### src/rtl/iso_pp_pkg.sv
package iso_pp_pkg;
    localparam int NBUF   = 2;
    localparam int BIDX_W = (NBUF > 1) ? $clog2(NBUF) : 1;
    localparam int STAT_W = 2 * NBUF;

    typedef enum logic [2:0] {
        SLOT_EMPTY   = 3'd0,
        SLOT_FILLED  = 3'd1,
        SLOT_SENDING = 3'd2,
        SLOT_DONE    = 3'd3,
        SLOT_STUCK   = 3'd4
    } slot_st_e;

    function automatic logic st_full(input slot_st_e s);
        return s != SLOT_EMPTY;
    endfunction

    function automatic logic st_done(input slot_st_e s);
        return s == SLOT_DONE;
    endfunction

    // first ready buffer at or after ptr, in circular order
    function automatic logic [BIDX_W-1:0] rr_pick(input logic [NBUF-1:0] ready,
                                                  input logic [BIDX_W-1:0] ptr);
        logic [BIDX_W-1:0] sel;
        sel = ptr;
        for (int k = NBUF - 1; k >= 0; k--) begin
            int idx;
            idx = (int'(ptr) + k) % NBUF;
            if (ready[idx]) sel = BIDX_W'(idx);
        end
        return sel;
    endfunction
endpackage

### src/rtl/iso_buf_slot.sv
module iso_buf_slot
    import iso_pp_pkg::*;
(
    input  logic     clk,
    input  logic     rst,
    input  logic     srst,
    input  logic     sof_i,
    input  logic     wr_i,
    input  logic     rd_i,
    input  logic     start_i,
    output slot_st_e state_o,
    output logic     wr_rej_o
);
    slot_st_e state;

    always_ff @(posedge clk) begin
        if (rst || srst) begin
            state    <= SLOT_EMPTY;
            wr_rej_o <= 1'b0;
        end else begin
            wr_rej_o <= wr_i && st_full(state);
            unique case (state)
                SLOT_EMPTY:   if (wr_i) state <= SLOT_FILLED;
                SLOT_FILLED:  if (sof_i && start_i) state <= SLOT_SENDING;
                SLOT_SENDING: if (sof_i) state <= SLOT_DONE;
                SLOT_DONE: begin
                    if (rd_i)       state <= SLOT_EMPTY;
                    else if (sof_i) state <= SLOT_STUCK;
                end
                SLOT_STUCK:   state <= SLOT_STUCK;
                default:      state <= SLOT_EMPTY;
            endcase
        end
    end

    assign state_o = state;

    p_rej_needs_full_r2: assert property (@(posedge clk) disable iff (rst || srst)
        wr_rej_o |-> ($past(state) != SLOT_EMPTY && $stable(state)) || $past(sof_i) || $past(rd_i));
    p_done_after_send_r4: assert property (@(posedge clk) disable iff (rst || srst)
        (sof_i && state == SLOT_SENDING) |=> state == SLOT_DONE);
    p_read_clears_r5: assert property (@(posedge clk) disable iff (rst || srst)
        (rd_i && state == SLOT_DONE) |=> state == SLOT_EMPTY);
    p_stuck_holds_r7: assert property (@(posedge clk) disable iff (rst || srst)
        state == SLOT_STUCK |=> state == SLOT_STUCK);
endmodule

### src/rtl/iso_frame_sched.sv
module iso_frame_sched
    import iso_pp_pkg::*;
(
    input  logic            clk,
    input  logic            rst,
    input  logic            srst,
    input  logic            sof_i,
    input  logic [NBUF-1:0] ready_i,
    input  logic            halt_i,
    output logic [NBUF-1:0] start_o,
    output logic            proc_start_o
);
    logic [BIDX_W-1:0] ptr;
    logic [BIDX_W-1:0] sel;
    logic              go;

    always_comb begin
        sel     = rr_pick(ready_i, ptr);
        go      = sof_i && !halt_i && (|ready_i);
        start_o = '0;
        if (go) start_o[sel] = 1'b1;
    end

    always_ff @(posedge clk) begin
        if (rst || srst) begin
            ptr          <= '0;
            proc_start_o <= 1'b0;
        end else begin
            proc_start_o <= go;
            if (go) ptr <= BIDX_W'((int'(sel) + 1) % NBUF);
        end
    end

    p_start_onehot_r3: assert property (@(posedge clk) disable iff (rst || srst)
        $onehot0(start_o) && ((start_o & ~ready_i) == '0));
endmodule

### src/rtl/iso_irq_flag.sv
module iso_irq_flag (
    input  logic clk,
    input  logic rst,
    input  logic srst,
    input  logic set_i,
    input  logic clr_i,
    output logic irq_o
);
    always_ff @(posedge clk) begin
        if (rst || srst)  irq_o <= 1'b0;
        else if (set_i)   irq_o <= 1'b1;
        else if (clr_i)   irq_o <= 1'b0;
    end

    p_irq_on_sof_r9: assert property (@(posedge clk) disable iff (rst || srst)
        set_i |=> irq_o);
    p_irq_clear_r9: assert property (@(posedge clk) disable iff (rst || srst)
        (clr_i && !set_i) |=> !irq_o);
endmodule

### src/rtl/iso_pingpong_status.sv
module iso_pingpong_status
    import iso_pp_pkg::*;
(
    input  logic                   clk,
    input  logic                   rst,
    input  logic                   soft_rst_i,
    input  logic                   sof_i,
    input  logic [NBUF-1:0]        host_wr_i,
    input  logic [NBUF-1:0]        host_rd_i,
    input  logic                   irq_clr_i,
    output logic [STAT_W-1:0]      status_o,
    output logic [NBUF-1:0]        stuck_o,
    output logic [NBUF-1:0]        wr_rej_o,
    output logic                   iso_irq_o,
    output logic                   proc_start_o,
    output logic                   proc_active_o,
    output logic [BIDX_W-1:0]      proc_buf_o,
    output logic                   iso_halt_o
);
    slot_st_e        st [NBUF];
    logic [NBUF-1:0] start_v;
    logic [NBUF-1:0] ready_v;
    logic [NBUF-1:0] full_v;
    logic [NBUF-1:0] done_v;
    logic [NBUF-1:0] send_v;

    for (genvar b = 0; b < NBUF; b++) begin : g_slot
        iso_buf_slot u_slot (
            .clk      (clk),
            .rst      (rst),
            .srst     (soft_rst_i),
            .sof_i    (sof_i),
            .wr_i     (host_wr_i[b]),
            .rd_i     (host_rd_i[b]),
            .start_i  (start_v[b]),
            .state_o  (st[b]),
            .wr_rej_o (wr_rej_o[b])
        );
        assign ready_v[b] = (st[b] == SLOT_FILLED);
        assign full_v[b]  = st_full(st[b]);
        assign done_v[b]  = st_done(st[b]);
        assign send_v[b]  = (st[b] == SLOT_SENDING);
        assign stuck_o[b] = (st[b] == SLOT_STUCK);
    end

    assign iso_halt_o    = |stuck_o;
    assign status_o      = {done_v, full_v};
    assign proc_active_o = |send_v;

    always_comb begin
        proc_buf_o = '0;
        for (int b = 0; b < NBUF; b++)
            if (send_v[b]) proc_buf_o = BIDX_W'(b);
    end

    iso_frame_sched u_sched (
        .clk          (clk),
        .rst          (rst),
        .srst         (soft_rst_i),
        .sof_i        (sof_i),
        .ready_i      (ready_v),
        .halt_i       (iso_halt_o),
        .start_o      (start_v),
        .proc_start_o (proc_start_o)
    );

    iso_irq_flag u_irq (
        .clk   (clk),
        .rst   (rst),
        .srst  (soft_rst_i),
        .set_i (sof_i),
        .clr_i (irq_clr_i),
        .irq_o (iso_irq_o)
    );

    p_one_sender_r3: assert property (@(posedge clk) disable iff (rst || soft_rst_i)
        $countones(send_v) <= 1);
    p_halt_blocks_r8: assert property (@(posedge clk) disable iff (rst || soft_rst_i)
        (iso_halt_o && sof_i) |=> !proc_start_o);
    p_stuck_keeps_full_r7: assert property (@(posedge clk) disable iff (rst || soft_rst_i)
        ((stuck_o & ~full_v) == '0) && ((stuck_o & done_v) == '0));
endmodule

### config.mk
export PLATFORM = sky130hd
export DESIGN_NAME = iso_pingpong_status
export DESIGN_NICKNAME = d
export VERILOG_FILES = /design/src/rtl/iso_pp_pkg.sv /design/src/rtl/iso_buf_slot.sv /design/src/rtl/iso_frame_sched.sv /design/src/rtl/iso_irq_flag.sv /design/src/rtl/iso_pingpong_status.sv
export SDC_FILE = /design/constraint.sdc
export NUM_CORES = 1
export LEC_CHECK = 0
export ABC_CLOCK_PERIOD_IN_PS = 2800
export BUFFER_PORTS_ARGS = -buffer_cell sky130_fd_sc_hd__clkbuf_2
export CAP_MARGIN = 40
export CELL_PAD_IN_SITES_DETAIL_PLACEMENT = 0
export CELL_PAD_IN_SITES_GLOBAL_PLACEMENT = 1
export CORE_MARGIN = 2
export CORE_UTILIZATION = 37
export DETAILED_ROUTE_END_ITERATION = 7
export PLACE_DENSITY = 0.85
export SETUP_SLACK_MARGIN = 0.3
export SLEW_MARGIN = 20
export SYNTH_ARGS = -nofsm -noshare
export SYNTH_HDL_FRONTEND = slang
export SYNTH_HIERARCHICAL = 1
export SYNTH_SLANG_ARGS = --single-unit
### constraint.sdc
create_clock -name clk -period 2.8 [get_ports clk]
set_input_delay 0.14 -clock clk [delete_from_list [all_inputs] [get_ports clk]]
set_output_delay 0.14 -clock clk [all_outputs]
set_load 0.05 [all_outputs]
==> results_dict.tcl <==
set metrics [dict create \
    status "finished, final reports clean" \
    cts_buffers 3 \
    synth_cell_types 28 \
    ff2ff_path_depth 8 \
    multi_input_area_um2 425 \
    wl_per_cell_um 11.5 \
    ys_top_cells_by_area "dfxtp_1 (33%), nor2_1 (5.7%), nor3b_2 (5.7%), a21oi_1 (4.6%), nand2b_1 (3.8%)" \
    vias 640 \
    initial_core_util_pct 38.6 \
    fin_skew_ns 0.00153 \
    setup_slack_ns 0.804 \
    tightest_slew_ns 0.456 \
    seq_area_um2 220 \
    ys_seq_area_share_pct 33.4 \
    crit_path_end_kind "register" \
    ys_ff_latch 11 \
    firstDrtPassIters 4 \
    diodes 0 \
    gr-total-overflow 0 \
    cts_tree "done" \
    critPathRequiredTime_ns 2.96 \
    grt_pass1_wl_um 2210 \
    ctsHtreeMaxLevel 1 \
    finalInstanceArea_um2 812 \
    cp.depth 8 \
    rrSetupSlack_ns 0.80 \
    cap_violations 0 \
    insertion_delay_ns 0.26 \
    synthCells 77 \
    clk_pin_slew_worst_paths_ns 0.07 \
    cts_hold_buffers 0 \
    path_class "reg -> reg" \
    synthesis.nets 86 \
    fmax_ghz 0.501 \
    cp_slowest_cell "dfxtp_1" \
    r2r-start "g_slot[1].u_slot/state_o[0]$_SDFFE_PP0P_" \
    cp_top_family "simple AND/OR/NAND/NOR gates" \
    port_buffers 21 \
    yosys.area.top_type_share_pct 33.4 \
    yosysTopAreaCell "dfxtp_1" \
    clk_path_buf_depth 2 \
    viasPerCell 5.12 \
    drv_slew 0 \
    area_growth_pct 23.2 \
    hold_class "in -> reg" \
    drc_errors 0 \
    place_ws_ns 0.808 \
    drive_gt1_share_pct 34.0 \
    fillers 178 \
    dieArea_um2 2140 \
    wl_um 1440 \
    synth_area_per_cell_um2 8.56 \
    clockRootBuffer "clkbuf_4" \
    arrival_ns 2.16 \
    syn-cell-area_um2 659 \
    reg2reg_to "g_slot[0].u_slot/state_o[0]$_SDFFE_PP0P_" \
    antenna_left 0 \
    finalSetupViolCount 0 \
    slew_headroom_pct 69.5 \
    critPathLaunchType "register" \
    rsz0062_at_grt "false" \
    crit_path_cell_trace "nor3b_2 > or2_1 > nand3b_1 > a21oi_1 > nand3_1 > nand3_1 > a21oi_1 > a41o_2" \
    dpl_cell_area_um2 786 \
    fin_nets 110 \
    track_usage_pct 14.6 \
    fin_crit_sh_pct 71.3 \
    crit_path_end "g_slot[0].u_slot/state_o[0]$_SDFFE_PP0P_" \
    crit_fanout 14 \
    critPathMaxStageDelay_ns 0.60 \
    power.leakage_nw 0.381 \
    drt_iter0_drc 6 \
    die_x_um 46.2 \
    dp_hpwl_um 1100 \
    gp_congestion 0.703 \
    crit_path_start "g_slot[1].u_slot/state_o[0]$_SDFFE_PP0P_" \
    clock_sinks 11 \
    period_needed_ns 2.00 \
    core_area_um2 1710 \
    finalHoldViolCount 0 \
    cts_setup_buffers 0 \
    num_rows 15 \
    yosys_warnings 6 \
    ir_worst_vdd_uv 302 \
    grt_pass1_vias 534 \
    setup-tns-final_ns 0 \
    antenna_found_initial 0 \
    ios 22 \
    grt_max_degree 15 \
    cts_resized 0 \
    crit_buf_inv 0 \
    die_y_um 46.2 \
    p_per_area_nw_per_um2 405 \
]
state kept, by name (all words and copies together), names as in the netlist:
signal,flops
u_sched/proc_start_o,1
u_irq/irq_o,1
g_slot.u_slot/state_o,6
g_slot.u_slot/wr_rej_o,2
u_sched/ptr,1
synthesized netlist by cell type:
cell type and count:
xnor2_1 2, nor3b_2 3, a21o_1 1, and4b_1 1, or2_1 1, nor4b_1 1, o21a_1 2, nor3b_1 2
a21oi_1 6, and3b_2 1, nor2_1 10, a211o_1 2, nand3b_1 2, nand2b_1 4, a41o_2 2, nor2b_4 1
o21ai_0 2, and3_1 2, buf_2 2, or3_1 2, and3b_1 1, nand2_1 4, o311a_2 2, nand3_1 4
a2111oi_2 1, dfxtp_1 11, inv_1 1, nor3_1 4
area by class of cell:
class,count,share of cell area (%)
multi-input combinational,63,52.4
sequential,11,27.1
clock buffer,4,3.24
inverter,1,0.462
tap,25,3.85
timing repair buffer,21,12.9
per-layer routing:
metal | up-vias | wire length, µm | global-route usage (%)
li1 | 332 | - | -
met2 | 12 | 729 | 24.4
met3 | 0 | 69 | 7.84
met5 | - | 0 | 0
met4 | 0 | 0 | 2.86
met1 | 296 | 637 | 16.2
placed cells by master, fill, tap and decap left out, drive strengths merged, types with 4 or more instances in the layout:
master,instances
nand2b,4
clkbuf,25
nand3,4
a21oi,6
dfxtp,11
nor2,10
nor3b,5
nand2,4
nor3,4
worst min-delay path by stage:
stage	start	endpoint	slack [ns]	cells past startpoint
3_3_place_gp	host_wr_i[0]	g_slot[0].u_slot/wr_rej_o$_SDFF_PP0_	0.40	2
6_report	host_wr_i[1]	g_slot[1].u_slot/wr_rej_o$_SDFF_PP0_	0.13	2
4_1_cts	host_wr_i[0]	g_slot[0].u_slot/wr_rej_o$_SDFF_PP0_	0.12	2
5_1_grt	host_wr_i[0]	g_slot[0].u_slot/wr_rej_o$_SDFF_PP0_	0.11	2
2_1_floorplan	rst	u_sched/ptr$_SDFFE_PP0P_	0.21	1
3_5_place_dp	host_wr_i[1]	g_slot[1].u_slot/wr_rej_o$_SDFF_PP0_	0.41	2
logic make-up after synthesis:
| logic type | synth area share, % |
|---|---|
| and+or+nand+nor | 40.6 |
| buffers and inverters | 2.09 |
| DFF | 33.4 |
| xor gates and xnor gates | 2.66 |
| AOI/OAI and AO/OA | 21.3 |
power by group:
part	internal [mW]	total, mW	switching [mW]
Sequential	0.160	0.168	0.00801
Combinational	0.0196	0.0540	0.0344
Clock	0.0551	0.107	0.0517
Total	0.235	0.329	0.0941
per-stage QoR:
step                instances  hold slack, ns  utilization (%)  power, mW
floorplan                  77           0.209                -      0.208
global placement          121           0.402             46.0      0.225
detailed placement        121           0.405             46.0      0.226
CTS                       125           0.119             47.5      0.334
global route              125           0.106             47.5      0.350
finish                    125           0.127             47.5      0.329
Note: power is estimated with default switching activity, not from simulation.
